### config.mk
export PLATFORM = sky130hd
export DESIGN_NAME = mpuart_rx
export DESIGN_NICKNAME = d
export VERILOG_FILES = /design/src/rtl/mpuart_pkg.sv /design/src/rtl/mpuart_bit_engine.sv /design/src/rtl/mpuart_addr_filter.sv /design/src/rtl/mpuart_status.sv /design/src/rtl/mpuart_rx.sv
export SDC_FILE = /design/constraint.sdc
export NUM_CORES = 1
export LEC_CHECK = 0
export BUFFER_PORTS_ARGS = -buffer_cell sky130_fd_sc_hd__buf_2
export CAP_MARGIN = 15
export CORE_MARGIN = 5
export CORE_UTILIZATION = 60
export CTS_CLUSTER_SIZE = 25
export DETAILED_ROUTE_END_ITERATION = 8
export PLACE_DENSITY = 0.82
export SYNTH_ARGS = -nofsm -noshare
export SYNTH_HDL_FRONTEND = slang
export SYNTH_HIERARCHICAL = 1
export SYNTH_SLANG_ARGS = --single-unit
### constraint.sdc
create_clock -name clk -period 2.15 [get_ports clk]
set_input_delay 0.215 -clock clk [delete_from_list [all_inputs] [get_ports clk]]
set_output_delay 0.215 -clock clk [all_outputs]
set_load 0.01 [all_outputs]
### src/rtl/mpuart_pkg.sv
package mpuart_pkg;
    localparam int DATA_W = 8;
    localparam int OSR    = 16;
    localparam int CNT_W  = $clog2(OSR);

    typedef enum logic [2:0] {
        ST_IDLE, ST_START, ST_DATA, ST_EXTRA, ST_STOP
    } rx_state_e;

    typedef struct packed {
        logic [DATA_W-1:0] data;
        logic              extra;
        logic              stop_ok;
    } frame_t;

    function automatic logic vote3(input logic a, input logic b, input logic c);
        return (a & b) | (a & c) | (b & c);
    endfunction

    function automatic logic parity_bad(input logic [DATA_W-1:0] d,
                                        input logic p, input logic odd);
        return (^d) ^ p ^ odd;
    endfunction
endpackage

### src/rtl/mpuart_bit_engine.sv
module mpuart_bit_engine
    import mpuart_pkg::*;
(
    input  logic   clk,
    input  logic   rst,
    input  logic   tick16,
    input  logic   rxd,
    input  logic   has_extra,
    output logic   frame_valid,
    output frame_t frame
);
    localparam logic [CNT_W-1:0] MID_A = CNT_W'(OSR/2 - 1);
    localparam logic [CNT_W-1:0] MID_B = CNT_W'(OSR/2);
    localparam logic [CNT_W-1:0] MID_C = CNT_W'(OSR/2 + 1);
    localparam logic [CNT_W-1:0] LAST  = CNT_W'(OSR - 1);
    localparam int IDX_W = $clog2(DATA_W);

    logic [1:0]        sync_q;
    rx_state_e         state;
    logic [CNT_W-1:0]  cnt;
    logic [IDX_W-1:0]  bit_idx;
    logic              s_a, s_b;
    logic [DATA_W-1:0] shreg;
    logic              extra_q;
    logic              rx_s;
    logic              vote;

    assign rx_s = sync_q[1];
    assign vote = vote3(s_a, s_b, rx_s);

    always_ff @(posedge clk) begin
        if (rst) sync_q <= 2'b11;
        else     sync_q <= {sync_q[0], rxd};
    end

    always_ff @(posedge clk) begin
        frame_valid <= 1'b0;
        if (rst) begin
            state   <= ST_IDLE;
            cnt     <= '0;
            bit_idx <= '0;
            s_a     <= 1'b1;
            s_b     <= 1'b1;
            shreg   <= '0;
            extra_q <= 1'b0;
            frame   <= '0;
        end else if (tick16) begin
            if (state == ST_IDLE) begin
                if (!rx_s) begin
                    state <= ST_START;
                    cnt   <= CNT_W'(1);
                end
            end else begin
                cnt <= cnt + 1'b1;
                if (cnt == MID_A) s_a <= rx_s;
                if (cnt == MID_B) s_b <= rx_s;
                if (cnt == MID_C) begin
                    unique case (state)
                        ST_START: if (vote) state <= ST_IDLE;
                        ST_DATA:  shreg <= {vote, shreg[DATA_W-1:1]};
                        ST_EXTRA: extra_q <= vote;
                        ST_STOP: begin
                            frame_valid   <= 1'b1;
                            frame.data    <= shreg;
                            frame.extra   <= has_extra ? extra_q : 1'b0;
                            frame.stop_ok <= vote;
                            state         <= ST_IDLE;
                        end
                        default: ;
                    endcase
                end
                if (cnt == LAST) begin
                    cnt <= '0;
                    unique case (state)
                        ST_START: begin
                            state   <= ST_DATA;
                            bit_idx <= '0;
                        end
                        ST_DATA: begin
                            if (bit_idx == IDX_W'(DATA_W-1))
                                state <= has_extra ? ST_EXTRA : ST_STOP;
                            else
                                bit_idx <= bit_idx + 1'b1;
                        end
                        ST_EXTRA: state <= ST_STOP;
                        default: ;
                    endcase
                end
            end
        end
    end

    p_single_pulse_r1: assert property (@(posedge clk) disable iff (rst)
        frame_valid |=> !frame_valid);
endmodule

### src/rtl/mpuart_addr_filter.sv
module mpuart_addr_filter
    import mpuart_pkg::*;
(
    input  logic              clk,
    input  logic              rst,
    input  logic              frame_valid,
    input  frame_t            frame,
    input  logic              mp_en,
    input  logic              parity_en,
    input  logic              parity_odd,
    input  logic [DATA_W-1:0] station_id,
    output logic              deliver,
    output logic              perr,
    output logic              ferr
);
    logic matched;

    always_ff @(posedge clk) begin
        if (rst || !mp_en)
            matched <= 1'b0;
        else if (frame_valid && frame.extra && frame.stop_ok)
            matched <= (frame.data == station_id);
    end

    always_comb begin
        deliver = frame_valid && (!mp_en || (!frame.extra && matched));
        perr    = parity_en && !mp_en && parity_bad(frame.data, frame.extra, parity_odd);
        ferr    = !frame.stop_ok;
    end
endmodule

### src/rtl/mpuart_status.sv
module mpuart_status
    import mpuart_pkg::*;
(
    input  logic              clk,
    input  logic              rst,
    input  logic              deliver,
    input  logic [DATA_W-1:0] data_in,
    input  logic              perr,
    input  logic              ferr,
    input  logic              rd_ack,
    input  logic              err_clr,
    output logic [DATA_W-1:0] rx_data,
    output logic              rx_full,
    output logic              err_frame,
    output logic              err_parity,
    output logic              err_overrun
);
    logic full_left;
    logic take, lose;

    assign full_left = rx_full && !rd_ack;
    assign take      = deliver && !full_left;
    assign lose      = deliver && full_left;

    always_ff @(posedge clk) begin
        if (rst) begin
            rx_data     <= '0;
            rx_full     <= 1'b0;
            err_frame   <= 1'b0;
            err_parity  <= 1'b0;
            err_overrun <= 1'b0;
        end else begin
            rx_full     <= full_left || take;
            if (take) rx_data <= data_in;
            err_frame   <= (err_frame   && !err_clr) || (take && ferr);
            err_parity  <= (err_parity  && !err_clr) || (take && perr);
            err_overrun <= (err_overrun && !err_clr) || lose;
        end
    end

    p_read_clears_r2: assert property (@(posedge clk) disable iff (rst)
        rd_ack && !deliver |=> !rx_full);
    p_deliver_sets_full_r1: assert property (@(posedge clk) disable iff (rst)
        deliver |=> rx_full);
    p_overrun_keeps_data_r10: assert property (@(posedge clk) disable iff (rst)
        deliver && rx_full && !rd_ack |=> err_overrun && $stable(rx_data));
    p_clear_errors_r11: assert property (@(posedge clk) disable iff (rst)
        err_clr && !deliver |=> !err_frame && !err_parity && !err_overrun);
endmodule

### src/rtl/mpuart_rx.sv
module mpuart_rx
    import mpuart_pkg::*;
#(
    parameter int W = DATA_W
) (
    input  logic         clk,
    input  logic         rst,
    input  logic         tick16,
    input  logic         rxd,
    input  logic         cfg_parity_en,
    input  logic         cfg_parity_odd,
    input  logic         cfg_mp_en,
    input  logic [W-1:0] cfg_station_id,
    input  logic         rd_ack,
    input  logic         err_clr,
    output logic [W-1:0] rx_data,
    output logic         rx_full,
    output logic         err_frame,
    output logic         err_parity,
    output logic         err_overrun,
    output logic         irq_rx,
    output logic         irq_err
);
    frame_t frame;
    logic   frame_valid;
    logic   deliver, perr, ferr;

    mpuart_bit_engine u_engine (
        .clk(clk), .rst(rst), .tick16(tick16), .rxd(rxd),
        .has_extra(cfg_parity_en || cfg_mp_en),
        .frame_valid(frame_valid), .frame(frame)
    );

    mpuart_addr_filter u_filter (
        .clk(clk), .rst(rst), .frame_valid(frame_valid), .frame(frame),
        .mp_en(cfg_mp_en), .parity_en(cfg_parity_en), .parity_odd(cfg_parity_odd),
        .station_id(cfg_station_id),
        .deliver(deliver), .perr(perr), .ferr(ferr)
    );

    mpuart_status u_status (
        .clk(clk), .rst(rst), .deliver(deliver), .data_in(frame.data),
        .perr(perr), .ferr(ferr), .rd_ack(rd_ack), .err_clr(err_clr),
        .rx_data(rx_data), .rx_full(rx_full), .err_frame(err_frame),
        .err_parity(err_parity), .err_overrun(err_overrun)
    );

    assign irq_rx  = rx_full;
    assign irq_err = err_frame || err_parity || err_overrun;

    p_id_frame_hidden_r6: assert property (@(posedge clk) disable iff (rst)
        frame_valid && cfg_mp_en && frame.extra |=>
            rx_full == ($past(rx_full) && !$past(rd_ack)));
    p_skipped_no_flags_r5: assert property (@(posedge clk) disable iff (rst)
        frame_valid && cfg_mp_en && !err_clr |=>
            (err_frame || !$past(err_frame) == 1'b1) &&
            (err_parity == $past(err_parity) || !$past(deliver)));
endmodule

Yosys cells after proc, flatten, opt, wreduce, memory -nomap -nowiden:

Index checks and enable logic that the tools add are counted.

* memories: 0
* ROM bits: 0
* input bits: 17
* memory bits (writable): 0
* register bits after elaboration: 47
* output and inout port bits: 14
* logic and storage cells: 98
* latch bits: 0

* mux-type cells: 16
* multiply operators: 0
* reductions and logical operators: 40
* equal/unequal tests: 12
* add/sub/neg operators: 2
* $lt $le $gt $ge: 0
* div/mod/pow operators: 0
* bitwise logic cells: 10
* shift-type cells: 0

Operators with widths (count)
* two-way mux 3 bit: 8
* logical AND 1 bit: 14
* == test 4 bit (second input constant): 3
* two-way mux 4 bit: 3
* one-hot mux 3 bit (2 select lines): 2
* AND reduction 4 bit: 3
* logical OR 1 bit: 9
* one-hot mux 3 bit (3 select lines): 1
* == test 8 bit: 1
* parity 8 bit: 1
* == test 3 x 2 -> 1 bit (second input constant): 2
* == test 3 bit (second input constant): 2
* zero test 1 bit: 6
* AND reduction 3 bit: 2
* AND reduction 5 bit: 1
* adder 4 x 1 -> 4 bit (second input constant): 1
* == test 4 x 3 -> 1 bit (second input constant): 1
* inequality test 2 bit (second input constant): 2
* OR reduction 4 bit: 1
* adder 3 x 1 -> 3 bit (second input constant): 1
* bitwise AND 1 bit: 3
* == test 3 x 1 -> 1 bit (second input constant): 1
* zero test 3 bit: 1
* NOT 1 bit: 3
* other kinds (5): 8

Logic depth before layout (Yosys ltp):

* depth after elaboration: 10
* mapped depth: 7
* mapped depth without buffers: 6

By module:

Netlist, hierarchy kept.

By module, submodules not included
* mpuart_bit_engine: area an instance 1661.6 µm², seq. area each 680.7 µm², cells an instance 182, instances 1
* mpuart_status: area an instance 457.9 µm², seq. area each 240.2 µm², cells an instance 52, instances 1
* mpuart_addr_filter: area an instance 241.5 µm², seq. area each 20.0 µm², cells an instance 27, instances 1
* mpuart_rx: area an instance 20.0 µm², seq. area each 0.0 µm², cells an instance 3, instances 1

Worst setup path after synthesis:

OpenSTA, ideal clock, no wires.

* kind: register -> register
* start point: register u_engine.bit_idx[0]
* end point: register u_engine.bit_idx[0]
* buffers on the path: 0
* setup time: 0.121 ns
* clock period less this slack: 1.481 ns
* stages on the path, launching flop included: 6
* setup slack: 0.669 ns
* data arrival time: 1.360 ns
* required time: 2.029 ns
* path through: dfxtp_1 > ha_1 > ha_1 > nor3b_1 > o211ai_2 > mux2_4

* cells in the longest elaborated chain, start to end: 3
* elaborated cells between the ends (all ways): 6
* classes of those cells: add/sub (1); eq/ne (2); mux (2); reduce/logical (1)

RTL lines
* start: declaration: line mpuart_bit_engine.sv:21 `logic [IDX_W-1:0] bit_idx;`
* start signal: assignment: line mpuart_bit_engine.sv:83 `bit_idx <= bit_idx + 1'b1;`
* adder 3 x 1 -> 3 bit or == test 3 bit (tied branches): line mpuart_bit_engine.sv:83, mpuart_bit_engine.sv:80
* two-way mux 3 bit or inequality test 2 bit (tied branches)
* one-hot mux 3 bit (2 select lines) or AND reduction 5 bit (tied branches)

Several ways; a longest one is shown, not always the timed one. The select of a mux whose other input is x is not followed.
A chain may end at the register's enable or synchronous reset.

Final worst setup path:

* start point: register, netlist name u_engine/frame[6]
* end point: register u_status.err_parity

* cells in the longest elaborated chain, start to end: 6

RTL lines
* parity 8 bit: line mpuart_pkg.sv:22 `return (^d) ^ p ^ odd;`
* bitwise XOR 1 bit (2 in series): line mpuart_pkg.sv:22
* logical AND 1 bit: line mpuart_addr_filter.sv:27 `perr = parity_en && !mp_en && parity_bad(frame.data, frame.extra, parity_odd);`
* named net perr: line mpuart_rx.sv:26 `logic deliver, perr, ferr;`
* logical AND 1 bit: line mpuart_status.sv:36 `err_parity <= (err_parity && !err_clr) || (take && perr);`
* logical OR 1 bit: line mpuart_status.sv:36
* end signal: assignment: line mpuart_status.sv:36
* end: declaration: line mpuart_status.sv:15 `output logic err_parity,`

The timed path passes the listed nets, and every way through them passes these cells.

==> results.md <==
- Hold Path Class: in2reg
- Final Power: 1.62 mW
- Sequential area share after synthesis: 39.5%
- Post-synth ARST share: 0%
- Relative slew slack: 54.8%
- I/O Buffers: 30
- CTS tree: built
- Clock Sinks: 47
- Max Cap Violations: 0
- Area share of the largest cell type after synthesis: 39.5%
- Core ar.: 0.00374 mm^2
- GRT overflow: 0
- R2R depth: 6
- I/O pins: 31
- Fmax: 624 MHz
- Crit. End Element: flip-flop
- Worst Slack Setup Final: 547 ps
- Die Area: 0.00533 mm^2
- Clk buf depth: 2
- Vias in the first global route: 1760
- Worst-Margin Slew: 679 ps
- R2R Setup Slk: 550 ps
- Iteration-0 DRC Markers: 120
- Initial Utilization: 63.6%
- Mean routed wirelength per cell: 14.6 um
- CP required: 2380 ps
- Width of the die: 73.0 um
- Final ANT Viol Nets: 0
- Core Util, Final: 69.6%
- Share of layout cells above drive strength 1: 19.9%
- Mapped Nets: 286
- WHS Path Cells: 2
- Lkg Pwr: 0.937 nW
- Syn Inst Count: 264
- DP Wirelength: 3350 um
- Final setup TNS: 0 ps
- Top post-synthesis cells by count: dfxtp_1, a21oi_1, nand3_1, o21ai_0, xnor2_1
- Synth Cell Area: 0.00238 mm^2
- Drc violations: 0
- Pin count of the biggest net entering global routing: 37
- Status: complete, no violations
- Power Density: 624 mW/mm^2
- Area Overhead vs Synth: 9.35%
- Yosys warns: 6
- # fillers: 306
- Post-synth EDFFs: 0
- Clock Skew: 3.48 ps
- Post-CTS sizing: 0
- Setup WS pre-CTS: 543 ps
- Setup Fix Bufs, Post-CTS: 0
- Predominant post-synthesis flop cell: dfxtp_1
- Synth unique cells: 51
- Minimum clock period: 1600 ps
- Top cells by area, synth: dfxtp_1, a21oi_1, nand3_1, xnor2_1, o21ai_0
- Drt pass-1 iters: 5
- Root Buffer: clkbuf_8
- Die H: 73.0 um
- Startpoint class of the critical path: flip-flop
- Final Max Slew Viols: 0
- CP Class: reg2reg
- Syn avg cell area: 9.02 um^2
- Worst EP arrival: 1830 ps
- Initial antenna violation count: 0
- Max IR drop VDD: 0.418 mV
- Register Area: 941 um^2
- Most numerous cell in the Yosys netlist: dfxtp_1
- Hold Buf Count CTS: 0
- Design Area, Final: 0.00260 mm^2
- Total number of vias: 1965
- Overall Global Routing Usage: 19.2%
- Critical path fanouts, max: 4
- Antenna diodes: 0
- Clk_lat worst skew: 290 ps
- Number of CTS-inserted buffers: 5
- Global-route wire length before repair: 8090 um
- #FFs+latches synth: 47
- CTS HTree Levels: 2
- Final Hold Viols: 0
- Final WL: 4870 um
- Placed inst area: 0.00249 mm^2
- Tcrit/Tclk final: 74.5%
- Unrepaired setup endpoints after global routing: no
- Vias per cell: 5.88
- Area of the multi-input gates: 0.00127 mm^2
- Area leader, netlist: dfxtp_1
- Routability cong.: 0.789
- Site Rows: 22
- Final setup fails: 0
- Final net count: 307
- Reg clk slew, reported paths: 80 ps
-- layer usage --
metal | up-vias | GRT usage, % | part of all wire [%]
li1 | 987 | - | -
met1 | 922 | 25.3 | 46
met2 | 49 | 30.2 | 46
met3 | 7 | 4.27 | 5.5
met4 | 0 | 7.58 | 2.1
met5 | - | 0 | 0
-- logic make-up after synthesis --
family | synth area share [%]
and+or+nand+nor | 21.6
xor gates and xnor gates | 6.46
DFF | 39.5
muxes | 2.31
buffers and inverters | 7.09
adders and majority gates | 3.05
AOI/OAI and AO/OA | 20.0
-- registers in the layout, summed over array words and instances (netlist names), 2 cells and up --
name / cells
u_engine/sync_q: 2
u_engine/cnt: 4
u_engine/shreg: 8
u_engine/state: 3
u_engine/frame: 10
u_engine/bit_idx: 3
u_status/rx_data: 8
-- final cells by class --
| type | count | share of cell area, % |
|---|---|---|
| Tap cell | 48 | 2.31 |
| Multi-Input combinational cell | 188 | 48.8 |
| Inverter | 9 | 1.30 |
| Clock buffer | 6 | 3.17 |
| Clock inverter | 2 | 1.35 |
| Timing Repair Buffer | 34 | 6.92 |
| Sequential cell | 47 | 36.1 |
-- worst max-delay path: stages (launching register included) --
cell and delay, ps:
dfxtp_1 420, xor2_1 160, xnor3_1 420, xnor2_1 160, nor3b_2 150, nand3_1 80, a21oi_1 140
-- through the flow --
stage	cells	hold WS (ps)
6_report	334	101
3_3_place_gp	326	391
4_1_cts	334	93.7
2_1_floorplan	264	284
3_5_place_dp	326	399
5_1_grt	334	102
-- path summary, 6_finish.rpt --
path | end | startpoint
worst max-delay path | u_status/err_parity$_SDFF_PP0_ | u_engine/frame[6]$_SDFFE_PP0P_
worst min register to register | u_engine/sync_q[1]$_SDFF_PP1_ | u_engine/sync_q[0]$_SDFF_PP1_
worst min-delay path | u_engine/sync_q[0]$_SDFF_PP1_ | rxd
worst max register to register | u_status/err_parity$_SDFF_PP0_ | u_engine/frame[6]$_SDFFE_PP0P_
-- layout by cell type, fill, tap and decap left out, drive strengths merged, types with 4 or more instances in the layout --
master | synthesis | layout
inv | 9 | 9
nor2b | 5 | 5
o21ai | 30 | 30
xnor2 | 14 | 14
dfxtp | 47 | 47
nand3 | 31 | 31
nor3b | 5 | 5
nand2 | 8 | 8
mux2i | 4 | 4
ha | 5 | 5
buf | 12 | 34
nand2b | 6 | 6
nor2 | 4 | 4
nand4 | 5 | 5
clkbuf | 8 | 6
a21oi | 34 | 34
-- where the power goes --
group / total (mW) / leakage (nW) / switching [mW] / internal (mW)
Clock: 0.663 / 0.0612 / 0.287 / 0.376
Sequential: 0.883 / 0.379 / 0.00900 / 0.874
Combinational: 0.0782 / 0.496 / 0.0442 / 0.0340
Total: 1.62 / 0.937 / 0.340 / 1.28
Note: power is estimated with default switching activity, not from simulation.
